**src/rtl/fsync_pkg.sv**
```systemverilog
package fsync_pkg;

    typedef enum logic [1:0] {
        ST_HUNT   = 2'd0,
        ST_VERIFY = 2'd1,
        ST_LOCKED = 2'd2,
        ST_LOST   = 2'd3
    } lock_state_e;

    typedef struct packed {
        logic [3:0] hi;   // odd-row pixel
        logic [3:0] lo;   // even-row pixel
    } nib_pair_t;

    localparam int BYTE_W = 8;

    // Marker byte: top three bits set, low nibble clear, bit 4 free.
    function automatic logic is_marker_byte(input logic [BYTE_W-1:0] b);
        return (b[7:5] == 3'b111) && (b[3:0] == 4'h0);
    endfunction

    function automatic nib_pair_t split_byte(input logic [BYTE_W-1:0] b);
        nib_pair_t r;
        r.hi = b[7:4];
        r.lo = b[3:0];
        return r;
    endfunction

    function automatic logic is_tracking(input lock_state_e s);
        return (s == ST_LOCKED) || (s == ST_LOST);
    endfunction

endpackage

```
**src/rtl/fsync_match.sv**
```systemverilog
module fsync_match
    import fsync_pkg::*;
(
    input  logic              clk,
    input  logic              rst,
    input  logic              in_valid,
    input  logic [BYTE_W-1:0] in_byte,
    output logic              sig_hit
);
    logic cur_mark;
    logic prev_mark_q;

    assign cur_mark = is_marker_byte(in_byte);

    always_ff @(posedge clk) begin
        if (rst)           prev_mark_q <= 1'b0;
        else if (in_valid) prev_mark_q <= cur_mark;
    end

    assign sig_hit = in_valid && cur_mark && prev_mark_q;

endmodule

```
**src/rtl/fsync_lock.sv**
```systemverilog
module fsync_lock
    import fsync_pkg::*;
#(
    parameter int FRAME_LEN = 1124,
    parameter int SIG_POS   = 1121,
    parameter int POS_W     = 11
) (
    input  logic             clk,
    input  logic             rst,
    input  logic             in_valid,
    input  logic             sig_hit,
    output lock_state_e      state,
    output logic [POS_W-1:0] pos
);
    localparam logic [POS_W-1:0] LAST_POS  = POS_W'(FRAME_LEN - 1);
    localparam logic [POS_W-1:0] SLOT_POS  = POS_W'(SIG_POS);
    localparam logic [POS_W-1:0] AFTER_POS = POS_W'(SIG_POS + 1);

    lock_state_e      st_q;
    logic [POS_W-1:0] pos_q;
    logic             conf_q;
    logic             at_slot;

    assign at_slot = (pos_q == SLOT_POS);

    always_ff @(posedge clk) begin
        if (rst) begin
            st_q   <= ST_HUNT;
            pos_q  <= '0;
            conf_q <= 1'b0;
        end else if (in_valid) begin
            pos_q <= (pos_q == LAST_POS) ? '0 : pos_q + 1'b1;
            unique case (st_q)
                ST_HUNT: begin
                    if (sig_hit) begin
                        st_q   <= ST_VERIFY;
                        pos_q  <= AFTER_POS;
                        conf_q <= 1'b0;
                    end
                end
                ST_VERIFY: begin
                    if (at_slot) begin
                        if (!sig_hit)    st_q   <= ST_HUNT;
                        else if (conf_q) st_q   <= ST_LOCKED;
                        else             conf_q <= 1'b1;
                    end
                end
                ST_LOCKED: begin
                    if (at_slot && !sig_hit) st_q <= ST_LOST;
                end
                ST_LOST: begin
                    if (at_slot) st_q <= sig_hit ? ST_LOCKED : ST_HUNT;
                end
            endcase
        end
    end

    assign state = st_q;
    assign pos   = pos_q;

    // hunt can only stay or move to verify
    a_r3_hunt_exit: assert property (@(posedge clk) disable iff (rst)
        (st_q == ST_HUNT) |=> (st_q == ST_HUNT || st_q == ST_VERIFY));
    // verify is left only at the expected slot
    a_r3_verify_slot: assert property (@(posedge clk) disable iff (rst)
        (st_q == ST_VERIFY && !(in_valid && at_slot)) |=> (st_q == ST_VERIFY));
    // a single miss from locked never reaches hunt
    a_r4_single_miss: assert property (@(posedge clk) disable iff (rst)
        (st_q == ST_LOCKED) |=> (st_q != ST_HUNT));
    // lost never jumps to verify
    a_r4_lost_exit: assert property (@(posedge clk) disable iff (rst)
        (st_q == ST_LOST) |=> (st_q != ST_VERIFY));
    // position stays inside the frame
    a_r3_pos_range: assert property (@(posedge clk) disable iff (rst)
        pos_q <= LAST_POS);

endmodule

```
**src/rtl/fsync_unpack.sv**
```systemverilog
module fsync_unpack
    import fsync_pkg::*;
#(
    parameter int ROWS  = 8,
    parameter int COLS  = 280,
    parameter int POS_W = 11,
    parameter int COL_W = 9,
    parameter int ROW_W = 3
) (
    input  logic              clk,
    input  logic              rst,
    input  logic              in_valid,
    input  logic [BYTE_W-1:0] in_byte,
    input  lock_state_e       state,
    input  logic [POS_W-1:0]  pos,
    output logic              px_valid,
    output logic [COL_W-1:0]  px_col,
    output logic [ROW_W-1:0]  px_row_odd,
    output logic [ROW_W-1:0]  px_row_even,
    output logic [3:0]        px_odd,
    output logic [3:0]        px_even,
    output logic              frame_start,
    output logic              frame_end,
    output logic [BYTE_W-1:0] temp_code,
    output logic [BYTE_W-1:0] aux_code
);
    localparam int BPC       = ROWS / 2;
    localparam int PIX_BYTES = COLS * BPC;
    localparam logic [POS_W-1:0] PIX_LIM = POS_W'(PIX_BYTES);
    localparam logic [POS_W-1:0] TEMP_AT = POS_W'(PIX_BYTES + 2);
    localparam logic [POS_W-1:0] AUX_AT  = POS_W'(PIX_BYTES + 3);
    localparam logic [POS_W-1:0] BPC_P   = POS_W'(BPC);

    logic             emit;
    logic             is_pix;
    logic [POS_W-1:0] col_full;
    logic [POS_W-1:0] pair_full;
    nib_pair_t        nib;

    assign emit      = in_valid && is_tracking(state);
    assign is_pix    = (pos < PIX_LIM);
    assign col_full  = pos / BPC_P;
    assign pair_full = pos % BPC_P;
    assign nib       = split_byte(in_byte);

    always_ff @(posedge clk) begin
        if (rst) begin
            px_valid    <= 1'b0;
            px_col      <= '0;
            px_row_odd  <= '0;
            px_row_even <= '0;
            px_odd      <= '0;
            px_even     <= '0;
            frame_start <= 1'b0;
            frame_end   <= 1'b0;
            temp_code   <= '0;
            aux_code    <= '0;
        end else begin
            px_valid    <= emit && is_pix;
            frame_start <= emit && (pos == '0);
            frame_end   <= emit && (pos == AUX_AT);
            if (emit && is_pix) begin
                px_col      <= col_full[COL_W-1:0];
                px_row_odd  <= {pair_full[ROW_W-2:0], 1'b0};
                px_row_even <= {pair_full[ROW_W-2:0], 1'b1};
                px_odd      <= nib.hi;
                px_even     <= nib.lo;
            end
            if (emit && pos == TEMP_AT) temp_code <= in_byte;
            if (emit && pos == AUX_AT)  aux_code  <= in_byte;
        end
    end

    // frame start travels with the first pair of column 0
    a_r7_start_first: assert property (@(posedge clk) disable iff (rst)
        frame_start |-> (px_valid && px_col == '0 && px_row_odd == '0));
    // column index never leaves the image
    a_r6_col_range: assert property (@(posedge clk) disable iff (rst)
        px_valid |-> ({1'b0, px_col} < (COL_W + 1)'(COLS)));
    // frame end never coincides with a pixel
    a_r8_end_alone: assert property (@(posedge clk) disable iff (rst)
        frame_end |-> !px_valid);
    // aux_code moves only together with frame end
    a_r8_aux_with_end: assert property (@(posedge clk) disable iff (rst)
        !$stable(aux_code) |-> frame_end);
    // an idle input cycle produces nothing
    a_r9_idle: assert property (@(posedge clk) disable iff (rst)
        !in_valid |=> (!px_valid && !frame_start && !frame_end));

endmodule

```
**src/rtl/fsync_unpacker.sv**
```systemverilog
module fsync_unpacker
    import fsync_pkg::*;
#(
    parameter int ROWS = 8,
    parameter int COLS = 280
) (
    input  logic                      clk,
    input  logic                      rst,
    input  logic                      in_valid,
    input  logic [7:0]                in_byte,
    output logic                      px_valid,
    output logic [$clog2(COLS)-1:0]   px_col,
    output logic [$clog2(ROWS)-1:0]   px_row_odd,
    output logic [$clog2(ROWS)-1:0]   px_row_even,
    output logic [3:0]                px_odd,
    output logic [3:0]                px_even,
    output logic                      frame_start,
    output logic                      frame_end,
    output logic [7:0]                temp_code,
    output logic [7:0]                aux_code,
    output logic [1:0]                lock_state
);
    localparam int BPC       = ROWS / 2;
    localparam int FRAME_LEN = (COLS + 1) * BPC;
    localparam int SIG_POS   = COLS * BPC + 1;
    localparam int POS_W     = $clog2(FRAME_LEN);
    localparam int COL_W     = $clog2(COLS);
    localparam int ROW_W     = $clog2(ROWS);

    logic             sig_hit;
    lock_state_e      state;
    logic [POS_W-1:0] pos;

    fsync_match u_match (
        .clk      (clk),
        .rst      (rst),
        .in_valid (in_valid),
        .in_byte  (in_byte),
        .sig_hit  (sig_hit)
    );

    fsync_lock #(
        .FRAME_LEN (FRAME_LEN),
        .SIG_POS   (SIG_POS),
        .POS_W     (POS_W)
    ) u_lock (
        .clk      (clk),
        .rst      (rst),
        .in_valid (in_valid),
        .sig_hit  (sig_hit),
        .state    (state),
        .pos      (pos)
    );

    fsync_unpack #(
        .ROWS  (ROWS),
        .COLS  (COLS),
        .POS_W (POS_W),
        .COL_W (COL_W),
        .ROW_W (ROW_W)
    ) u_unpack (
        .clk         (clk),
        .rst         (rst),
        .in_valid    (in_valid),
        .in_byte     (in_byte),
        .state       (state),
        .pos         (pos),
        .px_valid    (px_valid),
        .px_col      (px_col),
        .px_row_odd  (px_row_odd),
        .px_row_even (px_row_even),
        .px_odd      (px_odd),
        .px_even     (px_even),
        .frame_start (frame_start),
        .frame_end   (frame_end),
        .temp_code   (temp_code),
        .aux_code    (aux_code)
    );

    assign lock_state = state;

    // leaving hunt needs a detected signature
    a_r2_hunt_needs_sig: assert property (@(posedge clk) disable iff (rst)
        (state == ST_HUNT && !sig_hit) |=> (state == ST_HUNT));

endmodule

```
**config.mk**
```make
export PLATFORM = sky130hd
export DESIGN_NAME = fsync_unpacker
export DESIGN_NICKNAME = d
export VERILOG_FILES = /design/src/rtl/fsync_pkg.sv /design/src/rtl/fsync_match.sv /design/src/rtl/fsync_lock.sv /design/src/rtl/fsync_unpack.sv /design/src/rtl/fsync_unpacker.sv
export SDC_FILE = /design/constraint.sdc
export NUM_CORES = 1
export LEC_CHECK = 0
export BUFFER_PORTS_ARGS = -buffer_cell sky130_fd_sc_hd__buf_2
export CORE_UTILIZATION = 45
export DETAILED_ROUTE_END_ITERATION = 10
export PLACE_DENSITY_LB_ADDON = 0.25
export SLEW_MARGIN = 20
export SYNTH_ARGS = -nofsm -noshare
export SYNTH_HDL_FRONTEND = slang
export SYNTH_SLANG_ARGS = --single-unit
export TNS_END_PERCENT = 20
```
**constraint.sdc**
```tcl
create_clock -name clk -period 1.6 [get_ports clk]
set_input_delay 0.16 -clock clk [delete_from_list [all_inputs] [get_ports clk]]
set_output_delay 0.16 -clock clk [all_outputs]
set_load 0.02 [all_outputs]
```
==> tab_implementation.tex, run 1 <==
\begin{tabular}{lr}
\hline
Metric & Value \\
\hline
\multicolumn{2}{l}{\textbf{Logic synthesis}} \\
Portion of synthesized cell area occupied by the leading cell type & 45.6\% \\
Mapped Avg Cell Area & 9.38 um\^{}2 \\
Proportion of synthesized flip-flops having asynchronous set or reset & 0\% \\
Share of synthesized area occupied by flip-flops and latches & 45.6\% \\
Syn\_nets & 268 \\
Count of yosys warnings during synthesis & 0 \\
Number of storage elements in the synthesis netlist & 54 \\
Number of library cell types mapped by synthesis & 43 \\
Number of flops mapped to enable cells by yosys & 0 \\
Main synth FF type & dfxtp\_1 \\
Post-synthesis instance total & 253 \\
Cell area after synthesis & 0.00237 mm\^{}2 \\
Cell type contributing the most total cell area after synthesis & dfxtp\_1 \\
Synth area leaders & dfxtp\_1 46\%, mux2i\_1 14\%, nor2\_1 7.9\% \\
\multicolumn{2}{l}{\textbf{STA}} \\
Time the worst path needs with I/O delays and setup & 1.77 ns \\
Setup Viol. Count Final & 36 \\
Ratio of final minimum period to clock period & 111\% \\
Number of endpoints with negative hold slack in the final report & 0 \\
Least setup slack across all paths after layout & -0.172 ns \\
Final clock skew & 0.0128 ns \\
Achievable clock frequency & 564 MHz \\
RSZ-0062 raised after global routing & yes \\
Number of pins with negative max-slew slack in the final report & 0 \\
\multicolumn{2}{l}{\textbf{GRT}} \\
Initial antenna violation count & 0 \\
Overflow left after global routing & 0 \\
Global-route wire length before repair & 9520 um \\
Global-route total usage across every layer & 22.8\% \\
Vias in the first global route & 1938 \\
Largest net degree at the start of global routing & 19 \\
\multicolumn{2}{l}{\textbf{Final layout}} \\
Number of nets in the finished design & 345 \\
Filler cell count in the final layout & 480 \\
Layout cells sized above 1 & 36.6\% \\
Combined area of the multi-input logic cells & 0.00121 mm\^{}2 \\
Layout overhead on the synthesized area & 29.7\% \\
Storage element area & 0.00109 mm\^{}2 \\
Antenna cell count & 0 \\
Leading cell types in the layout, fill and taps excluded & 53 x buf\_2, 50 x nor2\_1, 49 x dfxtp\_1, 34 x mux2i\_1, 34 x buf\_4 \\
Commonest non-fill, non-tap cell in the layout & buf\_2 \\
\multicolumn{2}{l}{\textbf{Placed design}} \\
Port Buffers & 53 \\
Pre-CTS setup slack & -0.150 ns \\
Final HPWL DP & 4540 um \\
Routability congestion estimate & 0.921 \\
\multicolumn{2}{l}{\textbf{Detailed routing}} \\
Metal3 WL & 326 um \\
Via count normalized by instance count & 5.33 \\
Total wirelength of the detailed-routed design & 6170 um \\
Post-route DRC & 0 \\
Routed met1 length & 2780 um \\
Highest metal layer with signal wires & met4 \\
Number of iterations in the first detailed-routing pass & 4 \\
Drt first-iter violations & 113 \\
Antenna-violating nets left & 0 \\
Routed wire per std cell & 15.4 um \\
Via Count & 2139 \\
Total length of routed met2 wires & 2980 um \\
\multicolumn{2}{l}{\textbf{Setup path}} \\
Kind of end point of the critical path & register \\
Slowest stage cell, crit path & or4\_4 \\
Startpoint types & register \\
Critical-path cell list & or3\_4 > or4\_4 > mux2i\_1 > nor2\_1 \\
Delay of the slowest cell on the worst path & 0.63 ns \\
Total buffers and inverters traversed by the critical path & 0 \\
Critical path type & reg2reg \\
Arrival time worst endpoint & 1.98 ns \\
Top delay family on crit path & simple AND/OR/NAND/NOR gates \\
Top fanout value on the critical path & 8 \\
Data required time of the critical path & 1.81 ns \\
\multicolumn{2}{l}{\textbf{Floorplanning}} \\
Core box area & 0.00511 mm\^{}2 \\
Die extent in x & 74.6 um \\
Count of boundary I/O pins & 55 \\
Area of the die & 0.00557 mm\^{}2 \\
Starting utilization of the core area & 46.4\% \\
Height of the die & 74.6 um \\
Core Rows & 26 \\
\multicolumn{2}{l}{\textbf{Clocking}} \\
Maximum buffer depth of the clock tree & 2 \\
CTS HTree Levels & 2 \\
Root Driver & clkbuf\_8 \\
Clock insertion delay at the later pin of the skew report & 0.31 ns \\
Hold bufs inserted after CTS & 0 \\
Clock tree from TritonCTS & built \\
Clock-pin transition on the worst setup and hold timing paths & 0.11 ns \\
TritonCTS buffer count & 5 \\
Clock net sink count & 54 \\
\multicolumn{2}{l}{\textbf{Power}} \\
Power per Cell Area & 758 mW/mm\^{}2 \\
Total power after layout & 2.33 mW \\
Maximum ir drop on the vdd rail & 0.000645 V \\
Static leakage & 1.43 nW \\
\multicolumn{2}{l}{\textbf{Min path}} \\
Tightest Hold Check Type & in2reg \\
\multicolumn{2}{l}{\textbf{Status}} \\
Outcome & finished with violations \\
Failing checks & negative setup slack \\
\multicolumn{2}{l}{\textbf{Job}} \\
Max capacitance violation total & 0 \\
\hline
\end{tabular}
worst reg2reg max path: cells and delay by family, from the launching register on:
kind,cells,cell delay [ns]
flip-flops,1,0.32
multiplexers,1,0.25
AND/OR/NAND/NOR,3,1.09
per-stage QoR:
stage,instances,setup TNS (ns),instance area [um^2],hold slack [ns],utilization [%]
6_report,401,-2.54,3080,0.119,60.2
2_1_floorplan,253,-4.79,2390,0.304,-
5_1_grt,401,-4.53,3080,0.133,60.2
3_3_place_gp,392,-1.85,2910,0.445,56.9
3_5_place_dp,392,-2.79,2910,0.451,56.9
4_1_cts,401,-2.29,3050,0.120,59.6
cell usage after synthesis (all sizes together), types with 2 or more instances:
cell type and number:
nor3b 2, dfxtp 54, and2 4, a41oi 4, nor3 4, or4 3
inv 7, ha 4, mux2i 34, nor4 2, or3 3, buf 10
a31oi 2, and3 5, a21oi 6, xor2 2, and4bb 2, a311o 2
o211ai 2, clkbuf 10, nand3 10, o41ai 2, and4 4, nor2 50
nand2 8, nand4 4
cell families after synthesis:
family,count (synthesis),share of synthesized area [%]
DFF,54,45.6
adders and majority gates,4,2.11
muxes,35,14.8
other,1,0.158
buffers and inverters,27,5.85
xor gates and xnor gates,2,0.739
and+or+nand+nor,106,23.0
AOI/OAI and AO/OA,24,7.75
report_power, final:
part           internal, mW  switching (mW)
Clock                 0.358           0.476
Sequential             1.35         0.00310
Combinational        0.0624          0.0860
Total                  1.77           0.565
flip-flops by register name (all words and copies together) (netlist names), named ones only:
| name | count |
|---|---|
| u_unpack.frame_end | 1 |
| u_lock.state | 1 |
| u_unpack.aux_code | 8 |
| u_unpack.px_odd | 4 |
| u_unpack.temp_code | 8 |
| u_unpack.px_even | 4 |
| u_lock.pos | 11 |
| u_match.prev_mark_q | 1 |
| u_lock.conf_q | 1 |
| u_unpack.px_row_even | 2 |
| u_unpack.px_row_odd | 1 |
| u_unpack.px_valid | 1 |
| u_unpack.px_col | 9 |
| u_unpack.frame_start | 1 |
routing by layer:
layer | up-vias | GRT usage (%)
met5 | - | 0
met4 | 0 | 7.34
met3 | 9 | 4.61
met2 | 66 | 36.0
met1 | 1020 | 31.1
li1 | 1044 | -
path summary, 6_finish.rpt:
check / from / endpoint / slack (ns) / cells past startpoint
max reg2reg: u_lock.pos[9] / u_unpack.aux_code[6] / -0.17 / 4
min reg2reg: u_lock.conf_q / u_lock.conf_q / 0.48 / 2
min: rst / u_unpack.px_col[1] / 0.12 / 2
max: u_lock.pos[9] / u_unpack.aux_code[6] / -0.17 / 4
area by class of cell:
cell class              instances  share of cell area, %
multi-input cells             172                   39.4
flip-flops and latches         54                   35.3
repair buffers                 90                   18.3
well taps                      70                   2.85
clock buffers                   6                   2.68
inverters                       7                  0.935
clock inverters                 2                  0.529
what timing repair did:
item / 4_1_cts / 5_1_grt
resized for setup: 10 / 10
buffers inserted: 1 / 0
hold endpoints to repair: 0 / 0
pin swaps: 8 / 3
endpoints found under the setup margin: 36 / 43
cloned: 0 / 0
(Power assumes the default switching activity.)
==> run 2: changes to the inputs <==
--- a/config.mk
+++ b/config.mk
@@ -6,7 +6,9 @@
 export NUM_CORES = 1
 export LEC_CHECK = 0
 export BUFFER_PORTS_ARGS = -buffer_cell sky130_fd_sc_hd__buf_2
-export CORE_UTILIZATION = 45
+export CELL_PAD_IN_SITES_DETAIL_PLACEMENT = 2
+export CELL_PAD_IN_SITES_GLOBAL_PLACEMENT = 2
+export CORE_UTILIZATION = 29
 export DETAILED_ROUTE_END_ITERATION = 10
 export PLACE_DENSITY_LB_ADDON = 0.25
 export SLEW_MARGIN = 20
==> run 2 against run 1 <==
The run still ends with negative setup slack left. Cell area rose by 6.1%. Global-route usage decreased by 3.8 points. Fmax is 0.15% lower. Register-to-register slack is essentially flat. Critical path depth unchanged. Non-clock buffer count grew 15. Die area is 54% higher. Worst setup slack worse by 0.0027 ns. Largest power group unchanged. Count of clock-buffer cells in the layout decreased by 1.
==> tab_implementation.tex, run 2 (synthesis results as in run 1) <==
\begin{tabular}{lr}
\hline
Metric & Value \\
\hline
\multicolumn{2}{l}{\textbf{Status}} \\
Outcome & finished with violations \\
Failing checks & negative setup slack \\
\multicolumn{2}{l}{\textbf{Detailed routing}} \\
Routed wire per std cell & 17.9 um (+16\%) \\
Total wirelength of the detailed-routed design & 8000 um (+30\%) \\
Post-route DRC & 0 (unchanged) \\
Drt first-iter violations & 48 (-58\%) \\
Via count normalized by instance count & 5.04 (-5.5\%) \\
Antenna-violating nets left & 0 (unchanged) \\
Via Count & 2253 (+5.3\%) \\
Number of iterations in the first detailed-routing pass & 4 (unchanged) \\
\multicolumn{2}{l}{\textbf{Final layout}} \\
Final Cell Area & 0.00327 mm\^{}2 (+6.1\%) \\
Number of nets in the finished design & 360 (+4.3\%) \\
Layout cells sized above 1 & 41.2\% (+4.6 points) \\
Antenna cell count & 0 (unchanged) \\
Commonest non-fill, non-tap cell in the layout & buf\_2 \\
Layout overhead on the synthesized area & 37.7\% \\
Leading cell types in the layout, fill and taps excluded & 53 x buf\_2, 50 x nor2\_1, 48 x buf\_4, 46 x dfxtp\_1, 33 x mux2i\_1 \\
Max reg flops & 11 (unchanged) \\
\multicolumn{2}{l}{\textbf{STA}} \\
Achievable clock frequency & 563 MHz (-0.15\%) \\
Worst Hold Slack & 0.132 ns (+0.0123 ns) \\
Ratio of final minimum period to clock period & 111\% (+0.17 points) \\
Summed negative setup slack over all endpoints & -3.57 ns (-1.03 ns) \\
Setup Viol. Count Final & 37 (+2.8\%) \\
Final clock skew & 0.00400 ns (-0.00884 ns) \\
Time the worst path needs with I/O delays and setup & 1.77 ns (+0.00267 ns) \\
Number of pins with negative max-slew slack in the final report & 0 (unchanged) \\
Number of endpoints with negative hold slack in the final report & 0 (unchanged) \\
RSZ-0062 raised after global routing & yes \\
Least setup slack across all paths after layout & -0.175 ns (-0.00267 ns) \\
\multicolumn{2}{l}{\textbf{GRT}} \\
Global-route total usage across every layer & 19.0\% (-3.8 points) \\
Global-route wire length before repair & 12400 um (+30\%) \\
Initial antenna violation count & 0 (unchanged) \\
Overflow left after global routing & 0 (unchanged) \\
Largest net degree at the start of global routing & 22 (+3) \\
Vias in the first global route & 2339 (+21\%) \\
\multicolumn{2}{l}{\textbf{Setup path}} \\
Startpoint types & register \\
Total buffers and inverters traversed by the critical path & 0 (unchanged) \\
Flop-to-flop setup slack & -0.17 ns (about the same) \\
Logic depth of the worst register-to-register path & 4 (unchanged) \\
Worst setup path startpoint & u\_lock.pos[2] \\
Data required time of the critical path & 1.81 ns (about the same) \\
Critical-path cell list & or3\_4 > or4\_4 > mux2i\_2 > nor2\_1 \\
Kind of end point of the critical path & register \\
Worst r2r src & u\_lock.pos[2] \\
Slowest stage cell, crit path & or4\_4 \\
Top delay family on crit path & simple AND/OR/NAND/NOR gates \\
Critical path type & reg2reg \\
Arrival time worst endpoint & 1.98 ns (about the same) \\
Delay of the slowest cell on the worst path & 0.65 ns (+0.02 ns) \\
Top fanout value on the critical path & 8 (unchanged) \\
Reg-to-reg critical path endpoint & u\_unpack.aux\_code[6] \\
\multicolumn{2}{l}{\textbf{Floorplanning}} \\
Count of boundary I/O pins & 55 (unchanged) \\
Die extent in x & 92.4 um (+24\%) \\
Area of the die & 0.00855 mm\^{}2 (+54\%) \\
Core box area & 0.00781 mm\^{}2 (+53\%) \\
Height of the die & 92.4 um (+24\%) \\
Core Rows & 32 (+23\%) \\
Starting utilization of the core area & 30.4\% (-16 points) \\
\multicolumn{2}{l}{\textbf{Job}} \\
Max capacitance violation total & 0 (unchanged) \\
\multicolumn{2}{l}{\textbf{Placed design}} \\
Port Buffers & 53 (unchanged) \\
Area after DPL & 0.00304 mm\^{}2 (+4.7\%) \\
Routability congestion estimate & 0.780 (-15\%) \\
Final HPWL DP & 6030 um (+33\%) \\
\multicolumn{2}{l}{\textbf{Min path}} \\
Hold path cells & 3 (+1) \\
Hold path start & in\_byte[7] \\
Worst Hold Endpoint & u\_unpack.temp\_code[7] \\
Tightest Hold Check Type & in2reg \\
\multicolumn{2}{l}{\textbf{Clocking}} \\
Clock net sink count & 54 (unchanged) \\
Root Driver & clkbuf\_8 \\
Maximum buffer depth of the clock tree & 2 (unchanged) \\
TritonCTS buffer count & 5 (unchanged) \\
Clock tree from TritonCTS & built \\
Clock-pin transition on the worst setup and hold timing paths & 0.10 ns (about the same) \\
Clock insertion delay at the later pin of the skew report & 0.31 ns (about the same) \\
CTS HTree Levels & 2 (unchanged) \\
\multicolumn{2}{l}{\textbf{Power}} \\
Power per Cell Area & 703 mW/mm\^{}2 (-7.3\%) \\
Static leakage & 1.50 nW (+4.6\%) \\
Maximum ir drop on the vdd rail & 0.000438 V (-32\%) \\
\hline
\end{tabular}
-- run 2: cell types whose count changed in the layout (fill, tap and decap cells not counted), moves of 2 or more --
| cell | before | now |
|---|---|---|
| nor3_4 | 0 | 2 |
| dfxtp_2 | 5 | 8 |
| dfxtp_1 | 49 | 46 |
| buf_4 | 34 | 48 |
-- run 2: worst max path at each step --
stage                            end  slack [ns]  cells after the start
6_report        u_unpack.aux_code[6]       -0.17                      4
2_1_floorplan   u_unpack.aux_code[4]       -0.16                      6
3_3_place_gp    u_unpack.aux_code[3]        -0.1                      4
5_1_grt        u_unpack.temp_code[5]       -0.23                      7
4_1_cts         u_unpack.aux_code[6]       -0.16                      6
3_5_place_dp    u_unpack.aux_code[6]       -0.15                      4
-- run 2: routing by layer --
layer	share of wire (%)	vias to the layer above	global-route usage (%)	wire, um
li1	-	1072	-	-
met1	45	1144	23.2	3570
met2	52	32	35.0	4190
met3	2.4	5	2.71	192
met4	0.59	0	4.04	47
met5	0	-	0	0
-- run 2: per-stage QoR --
step	std cells	power (mW)	setup slack, ns	utilization (%)
floorplan	253	1.44	-0.165	-
global route	447	2.37	-0.231	41.8
finish	447	2.30	-0.175	41.8
detailed placement	437	1.53	-0.149	39.0
CTS	445	2.31	-0.163	40.6
global placement	437	1.53	-0.0983	39.0
-- run 2: timing repair --
| action | 4_1_cts | 5_1_grt |
|---|---|---|
| gates resized for setup | 10 | 20 |
| pin swaps | 3 | 14 |
| hold buffers | 0 | 0 |
| setup buffers | 1 | 3 |
| setup endpoints to repair | 42 | 44 |
-- run 2: where the power goes --
part	leakage, nW	switching [mW]	internal [mW]
registers	0.439	0.00292	1.35
clock network	0.0362	0.474	0.301
logic	1.03	0.0969	0.0736
-- run 2: worst min-delay path, cell delays in order --
cell     delay, ns
buf_2         0.11
mux2i_1       0.07
nor2_1        0.07
-- run 2: cell type report --
type | instances | area (um^2)
Tap cell | 102 | 128
Sequential cell | 54 | 1090
Multi-Input combinational cell | 172 | 1250
Clock buffer | 5 | 68.8
Clock inverter | 2 | 15.0
Timing Repair Buffer | 105 | 679
Inverter | 7 | 28.8
Fill cell | 875 | 4540
==> run 3: changes to the inputs <==
--- a/config.mk
+++ b/config.mk
@@ -8,8 +8,9 @@
 export BUFFER_PORTS_ARGS = -buffer_cell sky130_fd_sc_hd__buf_2
 export CELL_PAD_IN_SITES_DETAIL_PLACEMENT = 2
 export CELL_PAD_IN_SITES_GLOBAL_PLACEMENT = 2
-export CORE_UTILIZATION = 29
+export CORE_UTILIZATION = 32
 export DETAILED_ROUTE_END_ITERATION = 10
+export MAX_ROUTING_LAYER = met4
 export PLACE_DENSITY_LB_ADDON = 0.25
 export SLEW_MARGIN = 20
 export SYNTH_ARGS = -nofsm -noshare
==> constraint.sdc (replaced) <==
create_clock -name clk -period 1.7 [get_ports clk]
set_input_delay 0.17 -clock clk [delete_from_list [all_inputs] [get_ports clk]]
set_output_delay 0.17 -clock clk [all_outputs]
set_load 0.02 [all_outputs]
==> run 3 against run 2 <==
The run still ends with negative setup slack left. Via count down 5.3%. Die area down 9.2%. Sequential power down 6%. Critical endpoint is now u_unpack.aux_code[7]. Largest power group unchanged.
==> tab_implementation.tex, run 3 (synthesis results as in run 1) <==
\begin{tabular}{lr}
\hline
Metric & Value \\
\hline
\multicolumn{2}{l}{\textbf{Status}} \\
Outcome & finished with violations \\
Failing checks & negative setup slack \\
\multicolumn{2}{l}{\textbf{Setup path}} \\
Top fanout value on the critical path & 8 (unchanged) \\
Logic depth of the worst register-to-register path & 4 (unchanged) \\
Worst setup path startpoint & u\_lock.pos[8] \\
Startpoint types & register \\
Critical path type & reg2reg \\
Data required time of the critical path & 1.90 ns (+0.09 ns) \\
Critical-path cell list & or3\_4 > or4\_4 > mux2i\_1 > nor2\_1 \\
Arrival time worst endpoint & 1.99 ns (about the same) \\
Worst r2r src & u\_lock.pos[8] \\
Slowest stage cell, crit path & or4\_4 \\
Delay of the slowest cell on the worst path & 0.66 ns (about the same) \\
Kind of end point of the critical path & register \\
\multicolumn{2}{l}{\textbf{Final layout}} \\
Final std cells w/o fill & 421 (-5.8\%) \\
Number of nets in the finished design & 336 (-6.7\%) \\
Layout overhead on the synthesized area & 29.3\% \\
Layout cells sized above 1 & 33.9\% (-7.3 points) \\
Commonest non-fill, non-tap cell in the layout & buf\_2 \\
Antenna cell count & 0 (unchanged) \\
Filler cell count in the final layout & 831 (-5.0\%) \\
Final Cell Area & 0.00307 mm\^{}2 (-6.1\%) \\
Max reg flops & 11 (unchanged) \\
Leading cell types in the layout, fill and taps excluded & 53 x buf\_2, 50 x nor2\_1, 50 x dfxtp\_1, 34 x mux2i\_1, 27 x buf\_4 \\
\multicolumn{2}{l}{\textbf{Detailed routing}} \\
Number of iterations in the first detailed-routing pass & 6 (+2) \\
Via Count & 2134 (-5.3\%) \\
Drt first-iter violations & 53 (+10\%) \\
Via count normalized by instance count & 5.07 (+0.57\%) \\
Routed wire per std cell & 18.4 um (+2.8\%) \\
Antenna-violating nets left & 0 (unchanged) \\
Total wirelength of the detailed-routed design & 7750 um (-3.2\%) \\
Post-route DRC & 0 (unchanged) \\
\multicolumn{2}{l}{\textbf{STA}} \\
Number of endpoints with negative hold slack in the final report & 0 (unchanged) \\
Achievable clock frequency & 558 MHz (-0.93\%) \\
RSZ-0062 raised after global routing & yes \\
Least setup slack across all paths after layout & -0.0914 ns (+0.0833 ns) \\
Final clock skew & 0.00530 ns (+0.00130 ns) \\
Time the worst path needs with I/O delays and setup & 1.79 ns (+0.0167 ns) \\
Ratio of final minimum period to clock period & 105\% (-5.5 points) \\
Setup Viol. Count Final & 16 (-57\%) \\
Number of pins with negative max-slew slack in the final report & 0 (unchanged) \\
\multicolumn{2}{l}{\textbf{Min path}} \\
Hold path start & in\_byte[4] \\
Hold path cells & 3 (unchanged) \\
Tightest Hold Check Type & in2reg \\
\multicolumn{2}{l}{\textbf{GRT}} \\
Global-route wire length before repair & 12000 um (-3.2\%) \\
Global-route total usage across every layer & 21.2\% (+2.2 points) \\
Overflow left after global routing & 0 (unchanged) \\
Vias in the first global route & 2249 (-3.8\%) \\
Initial antenna violation count & 0 (unchanged) \\
Largest net degree at the start of global routing & 27 (+23\%) \\
\multicolumn{2}{l}{\textbf{Power}} \\
Maximum ir drop on the vdd rail & 0.000349 V (-20\%) \\
Static leakage & 1.40 nW (-6.5\%) \\
Power per Cell Area & 750 mW/mm\^{}2 (+6.6\%) \\
\multicolumn{2}{l}{\textbf{Floorplanning}} \\
Area of the die & 0.00776 mm\^{}2 (-9.2\%) \\
Core box area & 0.00721 mm\^{}2 (-7.6\%) \\
Count of boundary I/O pins & 55 (unchanged) \\
Core Rows & 31 (-3.1\%) \\
Height of the die & 88.1 um (-4.7\%) \\
Starting utilization of the core area & 32.9\% (+2.5 points) \\
Die extent in x & 88.1 um (-4.7\%) \\
\multicolumn{2}{l}{\textbf{Clocking}} \\
Hold bufs inserted after CTS & 0 (unchanged) \\
CTS HTree Levels & 2 (unchanged) \\
TritonCTS buffer count & 5 (unchanged) \\
Clock-pin transition on the worst setup and hold timing paths & 0.10 ns (about the same) \\
Root Driver & clkbuf\_8 \\
Clock tree from TritonCTS & built \\
Maximum buffer depth of the clock tree & 2 (unchanged) \\
Clock insertion delay at the later pin of the skew report & 0.32 ns (about the same) \\
Clock net sink count & 54 (unchanged) \\
\multicolumn{2}{l}{\textbf{Placed design}} \\
Area after DPL & 0.00287 mm\^{}2 (-5.8\%) \\
Final HPWL DP & 5530 um (-8.3\%) \\
Routability congestion estimate & 0.795 (+1.9\%) \\
Total placed cells including tap cells & 411 (-5.9\%) \\
Port Buffers & 53 (unchanged) \\
\multicolumn{2}{l}{\textbf{Job}} \\
Max capacitance violation total & 0 (unchanged) \\
\hline
\end{tabular}
[run 3: cell types whose count changed in the layout (fill, tap and decap cells not counted), sizes merged]
cell,before,now
bufinv,0,1
buf,105,81
[run 3: cell type report]
class	count	area, um^2	area share, %
Clock buffer	5	68.8	2.24
Clock inverter	3	45.0	1.47
Inverter	7	26.3	0.856
Multi-Input combinational cell	172	1230	40.1
Sequential cell	54	1090	35.4
Tap cell	99	124	4.04
Timing Repair Buffer	81	488	15.9
[run 3: worst max-delay path: cells and delay by family, from the launching register on]
kind             cells  cell delay (ns)
DFF                  1             0.33
and+or+nand+nor      3             1.14
muxes                1             0.20
[run 3: path summary, 6_finish.rpt]
check,to,slack [ns]
setup / recovery,u_unpack.aux_code[7],-0.09
hold / removal,u_unpack.temp_code[4],0.11
setup reg to reg,u_unpack.aux_code[7],-0.09
hold reg to reg,u_unpack.px_row_even[0],0.48
[run 3: repair_timing]
item / in CTS / in global routing
resized for setup: 6 / 9
endpoints found under the setup margin: 32 / 41
pin swaps: 3 / 8
setup buffers: 1 / 1
[run 3: power by group]
part / internal, mW / switching, mW / total [mW]
clock network: 0.439 / 0.461 / 0.900
registers: 1.27 / 0.00464 / 1.27
logic: 0.0442 / 0.0823 / 0.126
[run 3: stage by stage]
| step | util, % | worst slack [ns] | hold WS [ns] | setup TNS [ns] | total power [mW] |
|---|---|---|---|---|---|
| after floorplan | - | -0.0647 | 0.314 | -1.47 | 1.36 |
| after global placement | 39.8 | 0.00547 | 0.451 | 0 | 1.42 |
| after detailed placement | 39.8 | -0.0919 | 0.456 | -0.684 | 1.42 |
| after CTS | 41.8 | -0.0874 | 0.109 | -0.924 | 2.32 |
| after global routing | 42.5 | -0.128 | 0.120 | -1.72 | 2.37 |
| final | 42.5 | -0.0914 | 0.114 | -0.824 | 2.30 |
[run 3: metal layers]
layer / vias to the layer above / routed length [um] / global-route usage (%)
li1: 1024 / - / -
met1: 1061 / 3580 / 27.6
met2: 39 / 3840 / 34.2
met3: 10 / 197 / 3.11
met4: 0 / 122 / 5.72
met5: - / 0 / -
